==> config.mk <==
export PLATFORM = sky130hd
export DESIGN_NAME = atw_translator
export DESIGN_NICKNAME = d
export VERILOG_FILES = /design/src/rtl/atw_pkg.sv /design/src/rtl/atw_cfg_regs.sv /design/src/rtl/atw_win_match.sv /design/src/rtl/atw_resolve.sv /design/src/rtl/atw_translator.sv
export SDC_FILE = /design/constraint.sdc
export NUM_CORES = 1
export LEC_CHECK = 0
export ABC_AREA = 1
export BUFFER_PORTS_ARGS = -buffer_cell sky130_fd_sc_hd__buf_2
export CAP_MARGIN = 0
export CORE_ASPECT_RATIO = 0.8
export CORE_UTILIZATION = 57
export DETAILED_ROUTE_END_ITERATION = 10
export GPL_ROUTABILITY_DRIVEN = 0
export PLACE_DENSITY = 0.95
export SYNTH_ARGS = -nofsm -noshare
export SYNTH_HDL_FRONTEND = slang
export SYNTH_SLANG_ARGS = --single-unit
==> constraint.sdc <==
create_clock -name clk -period 4.3 [get_ports clk]
set_input_delay 0 -clock clk [delete_from_list [all_inputs] [get_ports clk]]
set_output_delay 0 -clock clk [all_outputs]
set_load 0.1 [all_outputs]
==> src/rtl/atw_pkg.sv <==
// Package atw_pkg
// Holds the shared constants, types and helpers of the inbound window
// translator. It assumes a 32-bit PCI address space and two windows.
package atw_pkg;
    localparam int ADDR_W    = 32;
    localparam int OFS_LSB   = 20;   // smallest window: 1 MB
    localparam int MASK_W    = 9;    // mask bits 28:20 give up to 512 MB
    localparam int NUM_WIN   = 2;
    localparam int WIN_IDX_W = (NUM_WIN > 1) ? $clog2(NUM_WIN) : 1;
    localparam int KIND_W    = 2;
    localparam int SEL_W     = WIN_IDX_W + KIND_W;
    localparam int CMD_W     = 4;
    localparam int SZ_EN_BIT = 0;

    typedef logic [ADDR_W-1:0] addr_t;

    typedef enum logic [KIND_W-1:0] {
        KIND_PBASE = 2'd0,
        KIND_LBASE = 2'd1,
        KIND_SIZE  = 2'd2
    } reg_kind_e;

    // Decoded view of one window, as seen by the match logic.
    typedef struct packed {
        logic  en;
        addr_t pbase;
        addr_t lbase;
        addr_t keep;   // ones on the offset bits
    } win_cfg_t;

    // Tells whether a PCI command is one of the memory read or write codes.
    function automatic logic is_mem_cmd(input logic [CMD_W-1:0] cmd);
        return (cmd == 4'b0110) || (cmd == 4'b0111) || (cmd == 4'b1100) ||
               (cmd == 4'b1110) || (cmd == 4'b1111);
    endfunction
endpackage

==> src/rtl/atw_cfg_regs.sv <==
// Module atw_cfg_regs
// Holds the software-written base and size registers of each window and
// turns the raw size mask into a contiguous offset mask. Mask bits above the
// first zero are dropped. It assumes single-cycle writes with no read-back.
module atw_cfg_regs
    import atw_pkg::*;
(
    input  logic                          clk,
    input  logic                          rst_n,
    input  logic                          cfg_we,
    input  logic [SEL_W-1:0]              cfg_sel,
    input  logic [ADDR_W-1:0]             cfg_wdata,
    output win_cfg_t [NUM_WIN-1:0]        cfg_o
);
    logic [WIN_IDX_W-1:0] sel_win;
    logic [KIND_W-1:0]    sel_kind;

    assign sel_win  = cfg_sel[WIN_IDX_W-1:0];
    assign sel_kind = cfg_sel[SEL_W-1:WIN_IDX_W];

    for (genvar w = 0; w < NUM_WIN; w++) begin : g_win
        logic [ADDR_W-1:0] pbase_q;
        logic [ADDR_W-1:0] lbase_q;
        logic [MASK_W-1:0] mask_q;
        logic              en_q;
        logic [MASK_W-1:0] eff_mask;
        logic              wr_this;

        assign wr_this = cfg_we && (sel_win == WIN_IDX_W'(w));

        // Load the selected register of this window.
        always_ff @(posedge clk) begin
            if (!rst_n) begin
                pbase_q <= '0;
                lbase_q <= '0;
                mask_q  <= '0;
                en_q    <= 1'b0;
            end else if (wr_this) begin
                case (sel_kind)
                    KIND_PBASE: pbase_q <= cfg_wdata;
                    KIND_LBASE: lbase_q <= cfg_wdata;
                    KIND_SIZE: begin
                        mask_q <= cfg_wdata[OFS_LSB +: MASK_W];
                        en_q   <= cfg_wdata[SZ_EN_BIT];
                    end
                    default: ;
                endcase
            end
        end

        // Keep only the run of ones that starts at the lowest mask bit.
        always_comb begin
            logic run;
            run = 1'b1;
            for (int i = 0; i < MASK_W; i++) begin
                run         = run & mask_q[i];
                eff_mask[i] = run;
            end
        end

        assign cfg_o[w] = '{en:    en_q,
                            pbase: pbase_q,
                            lbase: lbase_q,
                            keep:  ADDR_W'({eff_mask, {OFS_LSB{1'b1}}})};


        mask_contig_chk: assert property (@(posedge clk) disable iff (!rst_n)
            ((eff_mask & (eff_mask + 1'b1)) == '0));


        reset_clear_chk: assert property (@(posedge clk) disable iff (!rst_n)
            $past(!rst_n) |-> (!en_q && pbase_q == '0 && lbase_q == '0));
    end
endmodule

==> src/rtl/atw_win_match.sv <==
// Module atw_win_match
// Compares one request address against one window and forms the translated
// address. It assumes the keep mask is contiguous from bit 0.
module atw_win_match
    import atw_pkg::*;
(
    input  logic              clk,
    input  logic              rst_n,
    input  win_cfg_t          cfg_i,
    input  logic [ADDR_W-1:0] req_addr,
    output logic              hit_o,
    output logic [ADDR_W-1:0] xlat_o
);
    logic [ADDR_W-1:0] diff;

    // Bits above the window offset must equal the PCI base.
    always_comb begin
        diff  = (req_addr ^ cfg_i.pbase) & ~cfg_i.keep;
        hit_o = cfg_i.en && (diff == '0);
    end

    // Upper bits from the local base, offset bits from the request.
    always_comb begin
        xlat_o = (cfg_i.lbase & ~cfg_i.keep) | (req_addr & cfg_i.keep);
    end


    offset_keep_chk: assert property (@(posedge clk) disable iff (!rst_n)
        hit_o |-> (((xlat_o ^ req_addr) & cfg_i.keep) == '0));
endmodule

==> src/rtl/atw_resolve.sv <==
// Module atw_resolve
// Picks the result from the per-window matches: pass-through when no window
// is enabled, lowest-index window otherwise, and a command filter. The
// outputs are registered. It assumes one request per cycle with no stall.
module atw_resolve
    import atw_pkg::*;
(
    input  logic                          clk,
    input  logic                          rst_n,
    input  logic                          req_valid,
    input  logic [ADDR_W-1:0]             req_addr,
    input  logic [CMD_W-1:0]              req_cmd,
    input  logic [NUM_WIN-1:0]            en_vec,
    input  logic [NUM_WIN-1:0]            hit_vec,
    input  logic [NUM_WIN-1:0][ADDR_W-1:0] xlat_vec,
    output logic                          rsp_valid,
    output logic                          rsp_hit,
    output logic                          rsp_decline,
    output logic                          rsp_pass,
    output logic [WIN_IDX_W-1:0]          rsp_win,
    output logic [ADDR_W-1:0]             rsp_addr
);
    logic                 nxt_hit;
    logic                 nxt_pass;
    logic [WIN_IDX_W-1:0] nxt_win;
    logic [ADDR_W-1:0]    nxt_addr;
    logic                 mem_cmd;
    logic                 any_en;

    assign mem_cmd = is_mem_cmd(req_cmd);
    assign any_en  = |en_vec;

    // Choose pass-through or the lowest-index hitting window.
    always_comb begin
        nxt_hit  = 1'b0;
        nxt_pass = 1'b0;
        nxt_win  = '0;
        nxt_addr = '0;
        if (mem_cmd) begin
            if (!any_en) begin
                nxt_hit  = 1'b1;
                nxt_pass = 1'b1;
                nxt_addr = req_addr;
            end else begin
                for (int w = NUM_WIN - 1; w >= 0; w--) begin
                    if (hit_vec[w]) begin
                        nxt_hit  = 1'b1;
                        nxt_win  = WIN_IDX_W'(w);
                        nxt_addr = xlat_vec[w];
                    end
                end
            end
        end
    end

    // Register the result; all outputs are zero when no request was seen.
    always_ff @(posedge clk) begin
        if (!rst_n) begin
            rsp_valid   <= 1'b0;
            rsp_hit     <= 1'b0;
            rsp_decline <= 1'b0;
            rsp_pass    <= 1'b0;
            rsp_win     <= '0;
            rsp_addr    <= '0;
        end else begin
            rsp_valid   <= req_valid;
            rsp_hit     <= req_valid && nxt_hit;
            rsp_decline <= req_valid && !nxt_hit;
            rsp_pass    <= req_valid && nxt_pass;
            rsp_win     <= req_valid ? nxt_win : '0;
            rsp_addr    <= req_valid ? nxt_addr : '0;
        end
    end


    rsp_follow_chk: assert property (@(posedge clk) disable iff (!rst_n)
        req_valid |=> rsp_valid);


    rsp_idle_chk: assert property (@(posedge clk) disable iff (!rst_n)
        !rsp_valid |-> (!rsp_hit && !rsp_decline && !rsp_pass && rsp_addr == '0));


    pass_addr_chk: assert property (@(posedge clk) disable iff (!rst_n)
        rsp_pass |-> (rsp_hit && rsp_addr == $past(req_addr)));


    win_prio_chk: assert property (@(posedge clk) disable iff (!rst_n)
        (req_valid && mem_cmd && any_en && hit_vec[0]) |=> (rsp_hit && rsp_win == '0));
endmodule

==> src/rtl/atw_translator.sv <==
// Module atw_translator
// Top level of the inbound PCI memory window translator. It connects the
// register file, one match unit per window and the result stage. It assumes
// the protocol engine presents one address per cycle and reads the result
// one cycle later.
module atw_translator
    import atw_pkg::*;
(
    input  logic        clk,
    input  logic        rst_n,
    input  logic        cfg_we,
    input  logic [2:0]  cfg_sel,
    input  logic [31:0] cfg_wdata,
    input  logic        req_valid,
    input  logic [31:0] req_addr,
    input  logic [3:0]  req_cmd,
    output logic        rsp_valid,
    output logic        rsp_hit,
    output logic        rsp_decline,
    output logic        rsp_pass,
    output logic        rsp_win,
    output logic [31:0] rsp_addr
);
    win_cfg_t [NUM_WIN-1:0]         win_cfg;
    logic [NUM_WIN-1:0]             en_vec;
    logic [NUM_WIN-1:0]             hit_vec;
    logic [NUM_WIN-1:0][ADDR_W-1:0] xlat_vec;

    atw_cfg_regs u_regs (
        .clk       (clk),
        .rst_n     (rst_n),
        .cfg_we    (cfg_we),
        .cfg_sel   (cfg_sel),
        .cfg_wdata (cfg_wdata),
        .cfg_o     (win_cfg)
    );

    for (genvar w = 0; w < NUM_WIN; w++) begin : g_match
        assign en_vec[w] = win_cfg[w].en;

        atw_win_match u_match (
            .clk      (clk),
            .rst_n    (rst_n),
            .cfg_i    (win_cfg[w]),
            .req_addr (req_addr),
            .hit_o    (hit_vec[w]),
            .xlat_o   (xlat_vec[w])
        );
    end

    atw_resolve u_resolve (
        .clk         (clk),
        .rst_n       (rst_n),
        .req_valid   (req_valid),
        .req_addr    (req_addr),
        .req_cmd     (req_cmd),
        .en_vec      (en_vec),
        .hit_vec     (hit_vec),
        .xlat_vec    (xlat_vec),
        .rsp_valid   (rsp_valid),
        .rsp_hit     (rsp_hit),
        .rsp_decline (rsp_decline),
        .rsp_pass    (rsp_pass),
        .rsp_win     (rsp_win),
        .rsp_addr    (rsp_addr)
    );
endmodule

Yosys cells after proc, flatten, opt, wreduce, memory -nomap -nowiden
Index checks and enable logic that the tools add are counted.
Widths: inputs -> output; s select.
- equal/unequal tests: 7
- muxes and demuxes: 9
- bitwise logic cells: 33
- reduce and logical (&&, ||, !) cells: 24
- operators with widths (cell ; count):
    $and 32x32->32 ; 4
    $mux 32 ; 3
    $and 32x29->32 ; 2
    $logic_not 32->1 ; 2
    $not 29->32 ; 2
    $or 32x32->32 ; 2
    $xor 32x32->32 ; 2
    $and 1x1->1 ; 16
    $eq 4x4->1 const B ; 3
    $reduce_and 2->1 ; 6
    $eq 4x3->1 const B ; 2
    $logic_and 1x1->1 ; 7
    $mux 1 ; 6
    $not 1->1 ; 5
    $reduce_or 5->1 ; 1
    $logic_or 1x1->1 ; 4
    $reduce_and 3->1 ; 1
    $eq 2x1->1 const B ; 1
    $eq 2x2->1 const B ; 1
    $logic_not 2->1 ; 1
    $reduce_or 2->1 ; 1
    $logic_not 1->1 ; 1
- register bits: 185
- input port bits: 75
- word-level logic and storage cells: 87

Depth between registers and ports, before layout
Gate-level depths: netlist (run 1).
- depth in word-level cells: 18
- mapped depth: 13

Modules after synthesis
From an unflattened synthesis (run 1), not the netlist that was laid out.
- cell total of the unflattened synthesis: 1461
- area, all modules: 9892.0 um^2
- by module, submodules not included (module ; times used ; cells an instance ; area an instance (um^2) ; sequential area each (um^2)):
    atw_cfg_regs ; 1 ; 736 ; 5756.8 ; 2962.8
    atw_win_match ; 2 ; 228 ; 1049.8 ; 0.0
    atw_resolve ; 1 ; 269 ; 2035.7 ; 740.7

Worst setup path before layout (run 1)
Ideal clock, no wire load.
- path type: reg-to-reg
- start: register u_regs.g_win[0].mask_q[0]
- end: register u_resolve.rsp_addr[10]
- setup time: 0.062 ns
- arrival: 1.627 ns
- data required time: 4.238 ns
- setup slack: 2.611 ns
- stages on the path, launching flop included: 12
- period minus slack after synthesis: 1.689 ns
- path through: dfxtp_1 nand3_2 nor2_4 nand3_4 nor2_4 nand2_1 nand2_2 nand4_4 nand3_2 nand3_2 buf_6 nor2_4
- word-level cells in the longest chain between the ends: 14
- RTL lines (item ; line ; source):
    start: declaration ; atw_cfg_regs.sv:24 ; logic [MASK_W-1:0] mask_q;
    start signal: assignment ; atw_cfg_regs.sv:43 ; mask_q <= cfg_wdata[OFS_LSB +: MASK_W];
    $and 1x1->1 (8 in series) ; atw_cfg_regs.sv:56 ; run = run & mask_q[i];
    $not 29->32 * ; atw_win_match.sv:18 ; diff = (req_addr ^ cfg_i.pbase) & ~cfg_i.keep;
    $and 32x32->32 * ; atw_win_match.sv:18 ;
    $logic_not 32->1 * ; atw_win_match.sv:19 ; hit_o = cfg_i.en && (diff == '0);
    $logic_and 1x1->1 * ; atw_win_match.sv:19 ;
    $mux 32 * ; atw_resolve.sv:46 ; if (hit_vec[w]) begin
    $mux 32 * ; atw_resolve.sv:40 ; if (!any_en) begin
    end signal: assignment ; atw_resolve.sv:71 ; rsp_addr <= req_valid ? nxt_addr : '0;
    end: declaration ; atw_resolve.sv:21 ; output logic [ADDR_W-1:0] rsp_addr
Every way passes the cells marked *; elsewhere a longest branch is shown, timed or not.
A chain may end at the register's enable or synchronous reset.

Final worst setup path (run 1)
- start: register u_regs.g_win[1].mask_q[0]
- end: register u_resolve.rsp_addr[13]
- word-level cells in the longest chain between the ends: 15
- RTL lines (item ; line):
    start: declaration ; atw_cfg_regs.sv:24
    start signal: assignment ; atw_cfg_regs.sv:43
    $and 1x1->1 (8 in series) ; atw_cfg_regs.sv:56
    $not 29->32 * ; atw_win_match.sv:18
    $and 32x32->32 * ; atw_win_match.sv:18
    $logic_not 32->1 * ; atw_win_match.sv:19
    $logic_and 1x1->1 * ; atw_win_match.sv:19
    $mux 32 * (2 in series) ; atw_resolve.sv:46
    $mux 32 * ; atw_resolve.sv:40
Marked as above.

==> impl_metrics.toml, run 1 <==
[routing]
vias = 5074
drtIter0Drc = 757
firstDrtPassIters = 8
wl_per_cell_um = 18.4
drtAntennaViolNets = 0
dr_wl_met3_mm = 2.14
wirelength_met1_mm = 5.32
viasPerCell = 5.93
route.met2.wl_mm = 7.13
routed.top_layer = "met4"
wirelength_mm = 15.8
drc_errors = 0

[power]
switching_share_pct = 28.8
p_int_mw = 1.40
vdd_drop_max_v = 0.000312
p_leak_nw = 2.63
total_power_mw = 1.96
power_density_nw_per_um2 = 340
clkPwrFrac_pct = 32.8
p_seq_share_pct = 52.1
power_frac_comb_pct = 15.0
switchingPower_mw = 0.564

[job]
cap_viol_max_count = 0

[cts]
cts_setup_buffers = 0
root_buffer = "clkbuf_8"
clock_sinks = 105
clk_pin_slew_ps = 100
cts_buffers = 9
cts_max_path_buffers = 2
insertion_delay_ps = 390
postCtsHoldBufs = 47
postCtsResizedCells = 0
cts_tree = "yes"
h-tree-depth = 3

[worst_setup_path]
cp_max_fo = 21
rrSetupSlack_ps = 1110
slowest_stage = "nand3_2"
cp_top_family = "simple AND/OR/NAND/NOR gates"
max_stage_delay_ps = 790
timing.rr.start = "u_regs.g_win[1].mask_q[0]"
worst-path-buf-inv = 0
critPathRequiredTime_ps = 4600
end_kind = "register"
crit_chain = "nand2_2 -> nor2_4 -> nand4_2 -> nor2_2 -> nand3_1 -> nand2_1 -> nand4_1 -> nand3_2 -> nand3_2 -> nor2_4"
cp-start-kind = "register"
rr_worst_depth = 10
crit_arrival_ps = 3490
r2r_end = "u_resolve.rsp_addr[13]"
worstSetupPathType = "register to register"

[layout]
drive_gt1_share_pct = 19.4
layoutNonFillerInstCount = 856
antenna_cells = 0
fin_nets = 822
nFillCells = 472
areaGrowthSynthToFinish_pct = 25.7
stdcell_area_um2 = 5760

[timing]
tns_ps = 0
fmax_mhz = 313
tightest_slew_ps = 1310
fin_worst_skew_ps = 11.7
fin_crit_sh_pct = 74.3
setup_violations = 0
finalMaxSlewViolations = 0
relSlewSlack_pct = 12.6
timing.final.crit_period_ps = 3190
finalHoldViolCount = 0
rsz0062_at_grt = "no"

[yosys]
seq_area_frac_synth_pct = 45.9
ys.warnings.count = 0
synth_top_area_cell = "dfxtp_1"
postSynthCellCount = 614
syn_avg_cell_area_um2 = 7.47
synth.net_count = 689
ys_types = 29
synth_seq_cells = 105
synthesis.area_um2 = 4580
yosysTopAreaCellShare_pct = 45.9
synthTopCellsByArea = "dfxtp_1, nor2_1, o21ai_0"

[floorplan]
initial_utilization_pct = 60.3
core_area_um2 = 7600
dieHeight_um = 82.2
fp-row-count = 28
pin_count = 112
fp.dieW_um = 102
dieArea_um2 = 8410

[placed_design]
dpl.cell_count = 794
place_area_um2 = 5100
port_buffers = 92
place.detailed.hpwl_mm = 8.31

[global_route]
grt.total_usage_pct = 39.2
grt_pass1_wl_mm = 24.1
grt_max_degree = 70
antenna_found_initial = 1
gr-total-overflow = 0
grt_pass1_vias = 4808

[worst_hold_path]
min_path_cells = 7
hold_end = "u_resolve.rsp_addr[20]"
hp-start = "req_cmd[2]"
holdCritPathClass = "input pin to register"

[run_status]
outcome = "completed"
metal layers:
metal / vias to the layer above / track usage [%]
met2: 437 / 63.4
met5: - / 0
li1: 2197 / -
met4: 0 / 28.3
met1: 2283 / 43.2
met3: 157 / 14.1
synthesized netlist by cell type, drive strengths merged:
| library cell | number |
|---|---|
| or2 | 1 |
| clkbuf | 15 |
| a21oi | 26 |
| and2 | 1 |
| xor2 | 12 |
| nand4 | 13 |
| dfxtp | 105 |
| inv | 78 |
| buf | 2 |
| nand3b | 1 |
| nor2 | 140 |
| nor3 | 2 |
| clkinv | 1 |
| a21boi | 1 |
| xnor2 | 2 |
| nand3 | 19 |
| mux2 | 1 |
| nand2 | 106 |
| o21ai | 88 |
cells in the final DEF, fill, tap and decap left out, types with 3 or more instances in the layout:
| cell type | instances |
|---|---|
| nand2_2 | 3 |
| nand3_1 | 14 |
| a21oi_1 | 26 |
| nand2_1 | 103 |
| nand4_1 | 10 |
| buf_2 | 92 |
| nor2_4 | 24 |
| o21ai_0 | 85 |
| nor2_1 | 114 |
| dfxtp_1 | 105 |
| xor2_1 | 12 |
| nand3_2 | 4 |
| clkbuf_8 | 11 |
| dlygate4sd3_1 | 47 |
| inv_1 | 77 |
worst register-to-register path, cell delays in order (launching register included):
cell,delay (ps)
dfxtp_1,460
nand2_2,160
nor2_4,170
nand4_2,240
nor2_2,230
nand3_1,210
nand2_1,190
nand4_1,170
nand3_2,130
nand3_2,790
nor2_4,350
state kept, by name, summed over array words and instances (netlist names):
name and flops:
u_regs.g_win.en_q 2, u_regs.g_win.lbase_q 24, u_regs.g_win.mask_q 18, u_regs.g_win.pbase_q 24, u_resolve.rsp_addr 32, u_resolve.rsp_decline 1
u_resolve.rsp_hit 1, u_resolve.rsp_pass 1, u_resolve.rsp_valid 1, u_resolve.rsp_win 1
logic make-up (layout without fill, tap and decap cells):
kind of cell / after synthesis / after routing / share of synthesized area (%)
simple gates: 283 / 283 / 30.3
compound gates: 115 / 115 / 12.7
flops: 105 / 105 / 45.9
buf+inv: 96 / 233 / 8.19
xor+xnor: 14 / 14 / 2.67
mux: 1 / 1 / 0.246
how the worst max path moves through the flow:
stage | from | end | slack, ps | cells after the start
finish | u_regs.g_win[1].mask_q[0] | u_resolve.rsp_addr[13] | 1110 | 10
global route | u_regs.g_win[1].mask_q[0] | u_resolve.rsp_addr[0] | 1100 | 10
CTS | u_regs.g_win[1].mask_q[0] | u_resolve.rsp_addr[3] | 1370 | 10
detailed placement | u_regs.g_win[1].mask_q[0] | u_resolve.rsp_addr[3] | 1520 | 10
global placement | u_regs.g_win[1].mask_q[0] | u_resolve.rsp_addr[15] | 1670 | 10
floorplan | u_regs.g_win[0].mask_q[0] | u_resolve.rsp_addr[10] | 2610 | 11
cell type report:
cell class | instances | area (µm²) | area share (%)
clock buffers | 13 | 159 | 2.76
repair buffers | 139 | 931 | 16.1
inverters | 79 | 297 | 5.14
well taps | 105 | 131 | 2.28
multi-input cells | 413 | 2110 | 36.6
clock inverters | 2 | 37.5 | 0.651
flip-flops and latches | 105 | 2100 | 36.5
power by group through the flow:
stage          registers (mW)  logic [mW]  clock network [mW]
2_1_floorplan            1.10       0.110                   0
3_3_place_gp             1.04       0.229                   0
3_5_place_dp             1.04       0.238                   0
4_1_cts                  1.02       0.278               0.625
5_1_grt                  1.02       0.312               0.668
6_report                 1.02       0.295               0.643
stage by stage:
step / hold WS (ps) / worst slack, ps / util (%)
after global routing: 354 / 1100 / 75.8
final: 312 / 1110 / 75.8
after floorplan: 110 / 2610 / -
after detailed placement: 227 / 1520 / 67.1
after global placement: 212 / 1670 / 67.1
after CTS: 263 / 1370 / 75.8
No activity file was read; power rests on OpenSTA's default activity.
==> run 2: changes to the inputs <==
--- a/config.mk
+++ b/config.mk
@@ -9,10 +9,10 @@
 export BUFFER_PORTS_ARGS = -buffer_cell sky130_fd_sc_hd__buf_2
 export CAP_MARGIN = 0
 export CORE_ASPECT_RATIO = 0.8
-export CORE_UTILIZATION = 57
+export CORE_UTILIZATION = 48
 export DETAILED_ROUTE_END_ITERATION = 10
 export GPL_ROUTABILITY_DRIVEN = 0
-export PLACE_DENSITY = 0.95
+export PLACE_DENSITY = 0.87
 export SYNTH_ARGS = -nofsm -noshare
 export SYNTH_HDL_FRONTEND = slang
 export SYNTH_SLANG_ARGS = --single-unit
==> constraint.sdc (replaced) <==
create_clock -name clk -period 2.8 [get_ports clk]
set_input_delay 0 -clock clk [delete_from_list [all_inputs] [get_ports clk]]
set_output_delay 0 -clock clk [all_outputs]
set_load 0.1 [all_outputs]
==> run 2 against run 1 <==
  * The flow now finishes with violations (DRC)
  * Clock power is 110% higher
  * Largest cell class unchanged
  * Combinational power is 43% higher
  * Critical endpoint is now u_resolve.rsp_addr[12]
  * First-iteration DRC count is 28% lower
  * Maximum frequency is 35% higher
  * Sequential power is 54% higher
  * Clock-buffer cell count is 3 lower
  * Sequential cell count stayed put
==> impl_metrics.toml, run 2 (same netlist as run 1, synthesis figures left out) <==
[global_route]
gr-total-overflow = 0
antenna_found_initial = 0
met1_usage_pct = 34.3
top_usage_layer = "met2"
grt_use_met3_pct = 5.02
use_met2_pct = 47.3
grt_pass1_wl_mm = 21.7
grt_max_degree = 69
grt.total_usage_pct = 27.8
grt_pass1_vias = 4412

[worst_setup_path]
cp_max_fo = 21
rr_worst_depth = 11
timing.rr.start = "u_regs.g_win[1].mask_q[0]"
r2r_end = "u_resolve.rsp_addr[12]"
rrSetupSlack_ps = 440
end_kind = "register"
critPathRequiredTime_ps = 3070
worstSetupPathType = "register to register"
crit_arrival_ps = 2630
cp-start-kind = "register"
timing.critical_path.to = "u_resolve.rsp_addr[12]"
cp-startpoint = "u_regs.g_win[1].mask_q[0]"

[cts]
clk_pin_slew_ps = 80
cts_setup_buffers = 0
postCtsResizedCells = 0
postCtsHoldBufs = 30
cts_buffers = 9
root_buffer = "clkbuf_16"
insertion_delay_ps = 340
clock_sinks = 105
cts_tree = "yes"
cts_max_path_buffers = 2
h-tree-depth = 3

[layout]
drive_gt1_share_pct = 20.4
nFillCells = 692
layoutNonFillerInstCount = 852
layout_common_cells = "nor2_1, dfxtp_1, nand2_1"
stdcell_area_um2 = 5750
layout_commonest_cell = "nor2_1"
reg_top3 = "u_resolve.rsp_addr x32, u_regs.g_win.lbase_q x24, u_regs.g_win.pbase_q x24"
multi_input_area_um2 = 2110
fin_nets = 807
areaGrowthSynthToFinish_pct = 25.3
antenna_cells = 0
regMostFlops = "u_resolve.rsp_addr"
final-seq-area_um2 = 2100
largest_reg_flops = 32

[power]
vdd_drop_max_v = 0.000344
p_leak_nw = 2.61
power_frac_comb_pct = 12.6
power_density_nw_per_um2 = 582
total_power_mw = 3.34
clkPwrFrac_pct = 40.6
switching_share_pct = 26.5
p_int_mw = 2.46
switchingPower_mw = 0.887
p_seq_share_pct = 46.8

[floorplan]
fp.dieW_um = 111
core_area_um2 = 9150
initial_utilization_pct = 50.1
pin_count = 112
dieHeight_um = 89.4
dieArea_um2 = 9950
fp-row-count = 31

[run_status]
violations = "DRC"
outcome = "finished with violations"

[placed_design]
port_buffers = 92
place_area_um2 = 5120
place.detailed.hpwl_mm = 8.66
dpl.cell_count = 806

[worst_hold_path]
holdCritPathClass = "input pin to register"

[timing]
finalHoldViolCount = 0
timing.final.crit_period_ps = 2360
fin_crit_sh_pct = 84.2
finalMaxSlewViolations = 0
tightest_slew_ps = 982
rsz0062_at_grt = "no"
tns_ps = 0
relSlewSlack_pct = 34.3
setup_violations = 0
hold_ws_ps = 17.8
fmax_mhz = 424
fin_worst_skew_ps = 12.5

[routing]
vias = 4689
viasPerCell = 5.50
firstDrtPassIters = 11
wirelength_mm = 13.5
drc_errors = 4
drtIter0Drc = 544
wl_per_cell_um = 15.9
drtAntennaViolNets = 0

[job]
cap_viol_max_count = 0
## run 2: changes by cell type in the layout (fill, tap and decap cells not counted), sizes merged
cell	delta
buf	+2
bufinv	+1
clkinvlp	+2
dlygate4sd3	-17
clkbuf	-3
inv	+1
## run 2: worst max-delay path: stages, from the launching register on
cell,delay [ps]
dfxtp_1,450
nand2_2,150
nor2_4,150
nand4_2,170
nor2_2,180
nand3_1,200
nand2_1,150
nand4_1,180
nand3_2,140
nand3_2,60
buf_4,300
nor2_4,160
## run 2: worst min path at each step
stage | slack [ps] | cells after the start | to | start
after floorplan | 110 | 2 | u_resolve.rsp_addr[20] | req_addr[20]
after global placement | 210 | 3 | u_resolve.rsp_addr[0] | req_addr[0]
final | 20 | 3 | u_regs.g_win[0].pbase_q[27] | cfg_wdata[27]
after detailed placement | 220 | 3 | u_resolve.rsp_addr[0] | req_addr[0]
after global routing | 40 | 3 | u_regs.g_win[1].pbase_q[24] | cfg_wdata[24]
after CTS | 1 | 3 | u_resolve.rsp_addr[20] | req_addr[20]
## run 2: per-stage QoR
| step | utilization (%) | setup slack, ps |
|---|---|---|
| 2_1_floorplan | - | 1110 |
| 3_3_place_gp | 56.0 | 750 |
| 5_1_grt | 62.8 | 271 |
| 4_1_cts | 62.8 | 610 |
| 3_5_place_dp | 56.0 | 638 |
| 6_report | 62.8 | 442 |
## run 2: final cells by class
cell class / count / share of cell area (%)
inverters: 79 / 5.16
multi-input cells: 413 / 36.7
repair buffers: 124 / 13.5
well taps: 115 / 2.50
flip-flops and latches: 105 / 36.6
clock buffers: 10 / 3.99
clock inverters: 6 / 1.59
## run 2: per-layer routing
layer	share of wire [%]	wire length (µm)	vias to the layer above
met4	4.1	552	0
met3	10	1410	64
met1	38	5100	2160
li1	-	-	2163
met5	0	0	-
met2	48	6480	302
## run 2: power by group through the flow
| stage | clock (mW) | combinational (mW) | sequential [mW] |
|---|---|---|---|
| after global placement | 0 | 0.355 | 1.60 |
| after floorplan | 0 | 0.169 | 1.68 |
| final | 1.36 | 0.421 | 1.57 |
| after global routing | 1.42 | 0.454 | 1.57 |
| after CTS | 1.36 | 0.406 | 1.56 |
| after detailed placement | 0 | 0.369 | 1.60 |
